### src/rtl/ddr_spi_pkg.sv
// Shared types for the double-data-rate SPI master.
// Assumes: nothing beyond IEEE 1800-2017 packages.
package ddr_spi_pkg;

    // Sample-point tags carried from the timing generator to the capture unit.
    typedef enum logic [1:0] {
        EV_NONE = 2'd0,
        EV_RISE = 2'd1,
        EV_FALL = 2'd2,
        EV_CSUP = 2'd3
    } spi_ev_e;

    // Frame sequencer states.
    typedef enum logic [2:0] {
        ST_IDLE  = 3'd0,
        ST_LEAD  = 3'd1,
        ST_CLK   = 3'd2,
        ST_TRAIL = 3'd3,
        ST_GAP   = 3'd4
    } spi_st_e;

    function automatic int imax(int a, int b);
        return (a > b) ? a : b;
    endfunction

endpackage

### src/rtl/ddr_spi_timing.sv
// Frame sequencer: drives cs_n, sclk and mosi, and tags each sample point.
// Assumes: HALF, LEAD and TRAIL are all at least 1. The gap is stretched so
// that the sample delay line drains before the next frame, and so that the
// frame period meets MIN_PERIOD.
module ddr_spi_timing
    import ddr_spi_pkg::*;
#(
    parameter int HALF       = 3,
    parameter int LEAD       = 3,
    parameter int TRAIL      = 1,
    parameter int GAP        = 16,
    parameter int MIN_PERIOD = 95,
    parameter int CMD_W      = 16,
    parameter int DLY_W      = 4
) (
    input  logic             clk,
    input  logic             rst_n,
    input  logic             start,
    input  logic [CMD_W-1:0] cmd,
    input  logic [DLY_W-1:0] dly_in,
    output logic             cs_n,
    output logic             sclk,
    output logic             mosi,
    output spi_ev_e          ev,
    output logic [DLY_W-1:0] dly_q
);
    localparam int BODY    = LEAD + 2 * HALF * CMD_W + TRAIL;
    localparam int GAP_EFF = imax(imax(GAP, 2 ** DLY_W), MIN_PERIOD - BODY);
    localparam int CMAX    = imax(imax(LEAD, TRAIL), imax(GAP_EFF, 2 * HALF));
    localparam int CW      = $clog2(CMAX + 1);
    localparam int BW      = $clog2(CMD_W);
    localparam int GW      = $clog2(GAP_EFF + 1);
    localparam int PW      = $clog2(MIN_PERIOD + 1);

    spi_st_e          state;
    logic [CW-1:0]    cnt;
    logic [BW-1:0]    bitn;
    logic [CMD_W-1:0] shreg;

    // Sequencer: walks lead, sixteen clock bits, trail and gap; tags each edge.
    always_ff @(posedge clk) begin
        if (!rst_n) begin
            state <= ST_IDLE;
            cnt   <= '0;
            bitn  <= '0;
            shreg <= '0;
            cs_n  <= 1'b1;
            sclk  <= 1'b0;
            mosi  <= 1'b0;
            ev    <= EV_NONE;
            dly_q <= '0;
        end else begin
            ev <= EV_NONE;
            case (state)
                ST_IDLE: begin
                    if (start) begin
                        state <= ST_LEAD;
                        cnt   <= '0;
                        cs_n  <= 1'b0;
                        shreg <= cmd;
                        mosi  <= cmd[CMD_W-1];
                        dly_q <= dly_in;
                    end
                end
                ST_LEAD: begin
                    if (cnt == CW'(LEAD - 1)) begin
                        state <= ST_CLK;
                        cnt   <= '0;
                        bitn  <= '0;
                        sclk  <= 1'b1;
                        ev    <= EV_RISE;
                    end else begin
                        cnt <= cnt + 1'b1;
                    end
                end
                ST_CLK: begin
                    cnt <= cnt + 1'b1;
                    if (cnt == CW'(HALF - 1)) begin
                        sclk  <= 1'b0;
                        ev    <= EV_FALL;
                        shreg <= {shreg[CMD_W-2:0], 1'b0};
                        mosi  <= shreg[CMD_W-2];
                    end else if (cnt == CW'(2 * HALF - 1)) begin
                        cnt <= '0;
                        if (bitn == BW'(CMD_W - 1)) begin
                            state <= ST_TRAIL;
                        end else begin
                            bitn <= bitn + 1'b1;
                            sclk <= 1'b1;
                            ev   <= EV_RISE;
                        end
                    end
                end
                ST_TRAIL: begin
                    if (cnt == CW'(TRAIL - 1)) begin
                        state <= ST_GAP;
                        cnt   <= '0;
                        cs_n  <= 1'b1;
                        mosi  <= 1'b0;
                        ev    <= EV_CSUP;
                    end else begin
                        cnt <= cnt + 1'b1;
                    end
                end
                ST_GAP: begin
                    if (cnt == CW'(GAP_EFF - 1)) begin
                        state <= ST_IDLE;
                        cnt   <= '0;
                    end else begin
                        cnt <= cnt + 1'b1;
                    end
                end
                default: state <= ST_IDLE;
            endcase
        end
    end

    // Checker counters: length of the high phase, the gap and the frame period.
    logic [CW-1:0] hi_run;
    logic [GW-1:0] gap_run;
    logic [PW-1:0] per_run;
    logic          cs_prev;
    always_ff @(posedge clk) begin
        if (!rst_n) begin
            hi_run  <= '0;
            gap_run <= GW'(GAP_EFF);
            per_run <= PW'(MIN_PERIOD);
            cs_prev <= 1'b1;
        end else begin
            cs_prev <= cs_n;
            hi_run  <= sclk ? hi_run + 1'b1 : '0;
            if (!cs_n)
                gap_run <= '0;
            else if (gap_run != GW'(GAP_EFF))
                gap_run <= gap_run + 1'b1;
            if (cs_prev && !cs_n)
                per_run <= PW'(1);
            else if (per_run != PW'(MIN_PERIOD))
                per_run <= per_run + 1'b1;
        end
    end

    assert_sclk_in_frame_R1: assert property (@(posedge clk) disable iff (!rst_n)
        sclk |-> !cs_n);
    assert_high_phase_R3: assert property (@(posedge clk) disable iff (!rst_n)
        $fell(sclk) |-> hi_run == CW'(HALF));
    assert_gap_length_R5: assert property (@(posedge clk) disable iff (!rst_n)
        $fell(cs_n) |-> gap_run == GW'(GAP_EFF));
    assert_start_only_idle_R10: assert property (@(posedge clk) disable iff (!rst_n)
        $fell(cs_n) |-> $past(state) == ST_IDLE);
    assert_frame_period_R11: assert property (@(posedge clk) disable iff (!rst_n)
        (cs_prev && !cs_n) |-> per_run == PW'(MIN_PERIOD));

endmodule

### src/rtl/ddr_spi_evdelay.sv
// Delay line for sample-point tags: passes each tag on after a selectable
// number of system clocks. Tap 0 is the undelayed tag.
// Assumes: sel stays constant while tags are in flight.
module ddr_spi_evdelay
    import ddr_spi_pkg::*;
#(
    parameter int DLY_W = 4
) (
    input  logic             clk,
    input  logic             rst_n,
    input  spi_ev_e          ev_in,
    input  logic [DLY_W-1:0] sel,
    output spi_ev_e          ev_out
);
    localparam int DEPTH = 2 ** DLY_W;

    logic [DEPTH-1:0][1:0] taps;
    assign taps[0] = ev_in;

    for (genvar i = 1; i < DEPTH; i++) begin : g_stage
        logic [1:0] q;
        // One stage of the tag pipeline.
        always_ff @(posedge clk) begin
            if (!rst_n) q <= EV_NONE;
            else        q <= taps[i-1];
        end
        assign taps[i] = q;
    end

    assign ev_out = spi_ev_e'(taps[sel]);

endmodule

### src/rtl/ddr_spi_capture.sv
// Sorts delayed MISO samples into the A and B words. Falling-edge samples
// fill A. Rising-edge samples after the first, plus the chip-select-rise
// sample, fill B. Both words are published with a one-cycle done strobe.
// Assumes: tags arrive in frame order, with EV_CSUP last.
module ddr_spi_capture
    import ddr_spi_pkg::*;
#(
    parameter int W = 16
) (
    input  logic         clk,
    input  logic         rst_n,
    input  spi_ev_e      ev,
    input  logic         miso,
    output logic [W-1:0] word_a,
    output logic [W-1:0] word_b,
    output logic         done
);
    logic [W-1:0] a_sh;
    logic [W-1:0] b_sh;
    logic         rise_seen;

    // Shift the sample into the word its tag selects; publish at chip-select rise.
    always_ff @(posedge clk) begin
        if (!rst_n) begin
            a_sh      <= '0;
            b_sh      <= '0;
            rise_seen <= 1'b0;
            word_a    <= '0;
            word_b    <= '0;
            done      <= 1'b0;
        end else begin
            done <= 1'b0;
            case (ev)
                EV_FALL: a_sh <= {a_sh[W-2:0], miso};
                EV_RISE: begin
                    if (rise_seen) b_sh <= {b_sh[W-2:0], miso};
                    else           rise_seen <= 1'b1;
                end
                EV_CSUP: begin
                    word_a    <= a_sh;
                    word_b    <= {b_sh[W-2:0], miso};
                    done      <= 1'b1;
                    rise_seen <= 1'b0;
                end
                default: ;
            endcase
        end
    end

    assert_csup_after_rise_R7: assert property (@(posedge clk) disable iff (!rst_n)
        (ev == EV_CSUP) |-> rise_seen);
    assert_done_single_R9: assert property (@(posedge clk) disable iff (!rst_n)
        done |=> !done);
    assert_words_hold_R9: assert property (@(posedge clk) disable iff (!rst_n)
        !done |-> ($stable(word_a) && $stable(word_b)));

endmodule

### src/rtl/ddr_spi_master.sv
// Top level of the double-data-rate SPI master: sequencer, sample delay line
// and capture unit.
// Assumes: miso is already synchronous to clk, or the cable delay covers the
// synchronizer latency.
module ddr_spi_master
    import ddr_spi_pkg::*;
#(
    parameter int HALF       = 3,
    parameter int LEAD       = 3,
    parameter int TRAIL      = 1,
    parameter int GAP        = 16,
    parameter int MIN_PERIOD = 95,
    parameter int CMD_W      = 16,
    parameter int DLY_W      = 4
) (
    input  logic             clk,
    input  logic             rst_n,
    input  logic             start,
    input  logic [CMD_W-1:0] cmd,
    input  logic [DLY_W-1:0] sample_dly,
    input  logic             miso,
    output logic             cs_n,
    output logic             sclk,
    output logic             mosi,
    output logic [CMD_W-1:0] word_a,
    output logic [CMD_W-1:0] word_b,
    output logic             done
);
    spi_ev_e          ev_now;
    spi_ev_e          ev_late;
    logic [DLY_W-1:0] dly_q;

    ddr_spi_timing #(
        .HALF(HALF), .LEAD(LEAD), .TRAIL(TRAIL), .GAP(GAP),
        .MIN_PERIOD(MIN_PERIOD), .CMD_W(CMD_W), .DLY_W(DLY_W)
    ) u_timing (
        .clk(clk), .rst_n(rst_n), .start(start), .cmd(cmd), .dly_in(sample_dly),
        .cs_n(cs_n), .sclk(sclk), .mosi(mosi), .ev(ev_now), .dly_q(dly_q)
    );

    ddr_spi_evdelay #(.DLY_W(DLY_W)) u_delay (
        .clk(clk), .rst_n(rst_n), .ev_in(ev_now), .sel(dly_q), .ev_out(ev_late)
    );

    ddr_spi_capture #(.W(CMD_W)) u_capture (
        .clk(clk), .rst_n(rst_n), .ev(ev_late), .miso(miso),
        .word_a(word_a), .word_b(word_b), .done(done)
    );

endmodule

### config.mk
export PLATFORM = sky130hd
export DESIGN_NAME = ddr_spi_master
export DESIGN_NICKNAME = d
export VERILOG_FILES = /design/src/rtl/ddr_spi_pkg.sv /design/src/rtl/ddr_spi_timing.sv /design/src/rtl/ddr_spi_evdelay.sv /design/src/rtl/ddr_spi_capture.sv /design/src/rtl/ddr_spi_master.sv
export SDC_FILE = /design/constraint.sdc
export NUM_CORES = 1
export LEC_CHECK = 0
export ABC_CLOCK_PERIOD_IN_PS = 4100
export BUFFER_PORTS_ARGS = -buffer_cell sky130_fd_sc_hd__buf_2
export CAP_MARGIN = 10
export CORE_ASPECT_RATIO = 1.4
export CORE_UTILIZATION = 35
export DETAILED_ROUTE_END_ITERATION = 8
export SLEW_MARGIN = 20
export SYNTH_ARGS = -nofsm -noshare
export SYNTH_HDL_FRONTEND = slang
export SYNTH_SLANG_ARGS = --single-unit
### constraint.sdc
create_clock -name clk -period 4.1 [get_ports clk]
set_input_delay 0.205 -clock clk [delete_from_list [all_inputs] [get_ports clk]]
set_output_delay 0.205 -clock clk [all_outputs]
set_load 0.05 [all_outputs]
==> flow_metrics.tcl <==
set metrics [dict create \
    status "finished, final reports clean" \
    cts_setup_buffers 0 \
    setup_ws_ns 1.39 \
    path_cells "mux2i_1, mux4_2, mux2i_4, nand2b_2, buf_4, mux2i_1" \
    cts_tree "done" \
    first_pass_iters 4 \
    critPathTopFamily "multiplexers" \
    r2r-start "u_timing.dly_q[2]" \
    drive_gt1_share_pct 19.8 \
    grt_start_max_net_pins 99 \
    max-slew-margin-rel_pct 32.8 \
    viasPerCell 4.68 \
    worst_slew_pin_slew_ns 1.01 \
    rows 52 \
    p_per_area_mw_per_mm2 486 \
    setup_violations 0 \
    fill_cells 1411 \
    synth-seq-cells 131 \
    post_layout_nonfiller_instances 749 \
    ctsHoldBuffers 0 \
    crit_required_ns 4.38 \
    slowest_stage "dfxtp_1" \
    path_common_cell "mux2i_1" \
    diodes 0 \
    ir_worst_vdd_uv 238 \
    cp_max_fo 18 \
    ioPinCount 60 \
    die_x_um 105 \
    syn_nets 527 \
    cts.sinks 131 \
    grt_use_total_pct 13.3 \
    grt_pass1_wl_mm 16.1 \
    ys_async_sr_fraction_pct 0 \
    reg2reg_slack_ns 1.39 \
    fmax_mhz 369 \
    dp_hpwl_mm 6.41 \
    io_buffers 59 \
    hold_path.class "input port to register" \
    antenna_found_initial 0 \
    r2r_end "u_capture.word_b[5]" \
    fin_nets 578 \
    wl_per_cell_um 12.7 \
    crit_type "register to register" \
    post-route-min-period_ns 2.71 \
    syn_area_mm2 0.00522 \
    cts_max_level 4 \
    critPathCaptureType "register" \
    arrival_ns 3.00 \
    syn2layout_area_growth_pct 18.4 \
    slew_violations 0 \
    rsz0062_at_grt "false" \
    maxCapViolations 0 \
    cts_buffer_depth 2 \
    drtAntennaViolNets 0 \
    syn_area_per_cell_um2 10.5 \
    r2r_cells 6 \
    die_y_um 146 \
    hp-start "sample_dly[1]" \
    cts_root_buffer "clkbuf_16" \
    yosysSeqAreaShare_pct 50.3 \
    whs_path_depth 3 \
    cts_made_buffers 17 \
    worstHoldEndpoint "u_timing.dly_q[1]" \
    num_vias 3508 \
    power.total_mw 3.00 \
    setup_tns_ns 0 \
    placed_cells 717 \
    wl_mm 9.50 \
    grt_pass1_vias 3452 \
    drc_errors 0 \
    cts-resized-gates 0 \
    path_clk_slew_ns 0.06 \
    startpoint_type "register" \
    critPathMaxStageDelay_ns 0.73 \
    critical_path_buf_inv_count 1 \
    worstSkewPairLatency_ns 0.41 \
    clock_skew_ns 0.00998 \
    start_util_pct 35.9 \
    hold_viol_final 0 \
    period_share_pct 66.1 \
    synth.distinct_cells 48 \
    core-area_mm2 0.0145 \
    gp_congestion 0.804 \
    netlist_instances 496 \
    leakage_nw 2.70 \
    die_area_mm2 0.0154 \
    overflow 0 \
    place_ws_ns 1.34 \
    synth-edff-count 0 \
    synthFlopType "dfxtp_1" \
    yosys_warnings 0 \
    drtIter0Drc 144 \
]
[kinds of logic (layout without fill, tap and decap cells)]
group | count (synthesis) | count (layout) | synth area share, %
muxes | 101 | 101 | 21.2
and+or+nand+nor | 173 | 173 | 16.1
AOI/OAI and AO/OA | 38 | 38 | 5.16
DFF | 131 | 131 | 50.3
buffers and inverters | 42 | 106 | 4.92
adders and majority gates | 7 | 7 | 1.68
xor gates and xnor gates | 4 | 4 | 0.672
[placed cells by master, fill, tap and decap left out, drive strengths merged, types with 4 or more instances in the layout]
master	count
a211oi	15
a21oi	7
and2	30
buf	64
clkbuf	19
clkinv	6
dfxtp	131
ha	7
inv	11
mux2i	93
mux4	6
nand2	75
nand3	7
nand3b	4
nor2	32
nor3	7
or3	4
[stage by stage]
step / hold WS [ns] / util (%) / area [um^2]
after floorplan: 0.352 / - / 5220
after global placement: 0.434 / 38.4 / 5570
after detailed placement: 0.443 / 38.4 / 5570
after CTS: 0.0228 / 42.5 / 6170
after global routing: 0.0438 / 42.5 / 6170
final: 0.0342 / 42.5 / 6170
[worst max path at each step]
stage | startpoint | endpoint | slack (ns) | cells past startpoint
floorplan | u_timing.cnt[0] | u_timing.ev[0] | 2.02 | 10
global placement | u_timing.dly_q[2] | u_capture.word_a[8] | 1.45 | 6
detailed placement | u_timing.dly_q[2] | u_capture.word_a[14] | 1.34 | 6
CTS | u_timing.dly_q[2] | u_capture.word_a[14] | 1.33 | 6
global route | u_timing.dly_q[0] | u_capture.word_a[11] | 1.18 | 6
finish | u_timing.dly_q[2] | u_capture.word_b[5] | 1.39 | 6
[worst min-delay path: cells and delay by family]
family                 cells  cell delay, ns
buffers and inverters      1            0.07
muxes                      1            0.05
and+or+nand+nor            1            0.07
[flip-flops by register name (all words and copies together) (netlist names)]
name                 count
u_timing.bitn            4
u_capture.rise_seen      1
u_timing.sclk            1
u_timing.state           3
u_capture.done           1
u_capture.b_sh          15
u_capture.word_b        16
u_delay.g_stage.q       30
u_timing.shreg          15
u_timing.cnt             5
u_timing.mosi            1
u_timing.cs_n            1
u_capture.word_a        16
u_timing.dly_q           4
u_capture.a_sh          16
u_timing.ev              2
[layout make-up]
| type | instances | area, um^2 | area share, % |
|---|---|---|---|
| multi-input combinational | 323 | 2340 | 37.9 |
| clock inverter | 13 | 159 | 2.57 |
| timing repair buffer | 64 | 333 | 5.39 |
| clock buffer | 19 | 443 | 7.18 |
| inverter | 10 | 37.5 | 0.608 |
| tap | 189 | 236 | 3.83 |
| sequential | 131 | 2620 | 42.5 |
[power by group]
part / leakage [nW] / total (mW) / internal (mW) / switching [mW]
combinational: 1.35 / 0.151 / 0.0628 / 0.0877
sequential: 1.06 / 1.33 / 1.30 / 0.0291
clock: 0.289 / 1.51 / 0.970 / 0.545
total: 2.70 / 3.00 / 2.34 / 0.662
[metal layers]
layer | GRT usage [%] | share of wire (%) | vias to the layer above
met5 | 0 | 0 | -
met4 | 6.83 | 2.2 | 0
met3 | 4.46 | 4.8 | 20
met2 | 21.7 | 48 | 88
met1 | 15.4 | 45 | 1605
li1 | - | - | 1795
[cells in the mapped netlist (all sizes together), types with 2 or more instances]
| cell | n | area [um^2] |
|---|---|---|
| a211oi | 15 | 113 |
| a21oi | 7 | 38.8 |
| a31oi | 3 | 18.8 |
| and2 | 30 | 188 |
| buf | 13 | 148 |
| clkbuf | 19 | 71.3 |
| dfxtp | 131 | 2620 |
| ha | 7 | 87.6 |
| inv | 10 | 37.5 |
| mux2 | 2 | 22.5 |
| mux2i | 93 | 943 |
| mux4 | 6 | 139 |
| nand2 | 75 | 289 |
| nand2b | 3 | 21.3 |
| nand3 | 7 | 35.0 |
| nand3b | 4 | 30.0 |
| nor2 | 32 | 120 |
| nor3 | 7 | 35.0 |
| nor3b | 3 | 27.5 |
| nor4b | 2 | 23.8 |
| o21a | 3 | 22.5 |
| o21ai | 3 | 15.0 |
| o311a | 2 | 20.0 |
| or2 | 2 | 12.5 |
| or3 | 4 | 25.0 |
| xor2 | 3 | 26.3 |
Note: power is estimated with default switching activity, not from simulation.
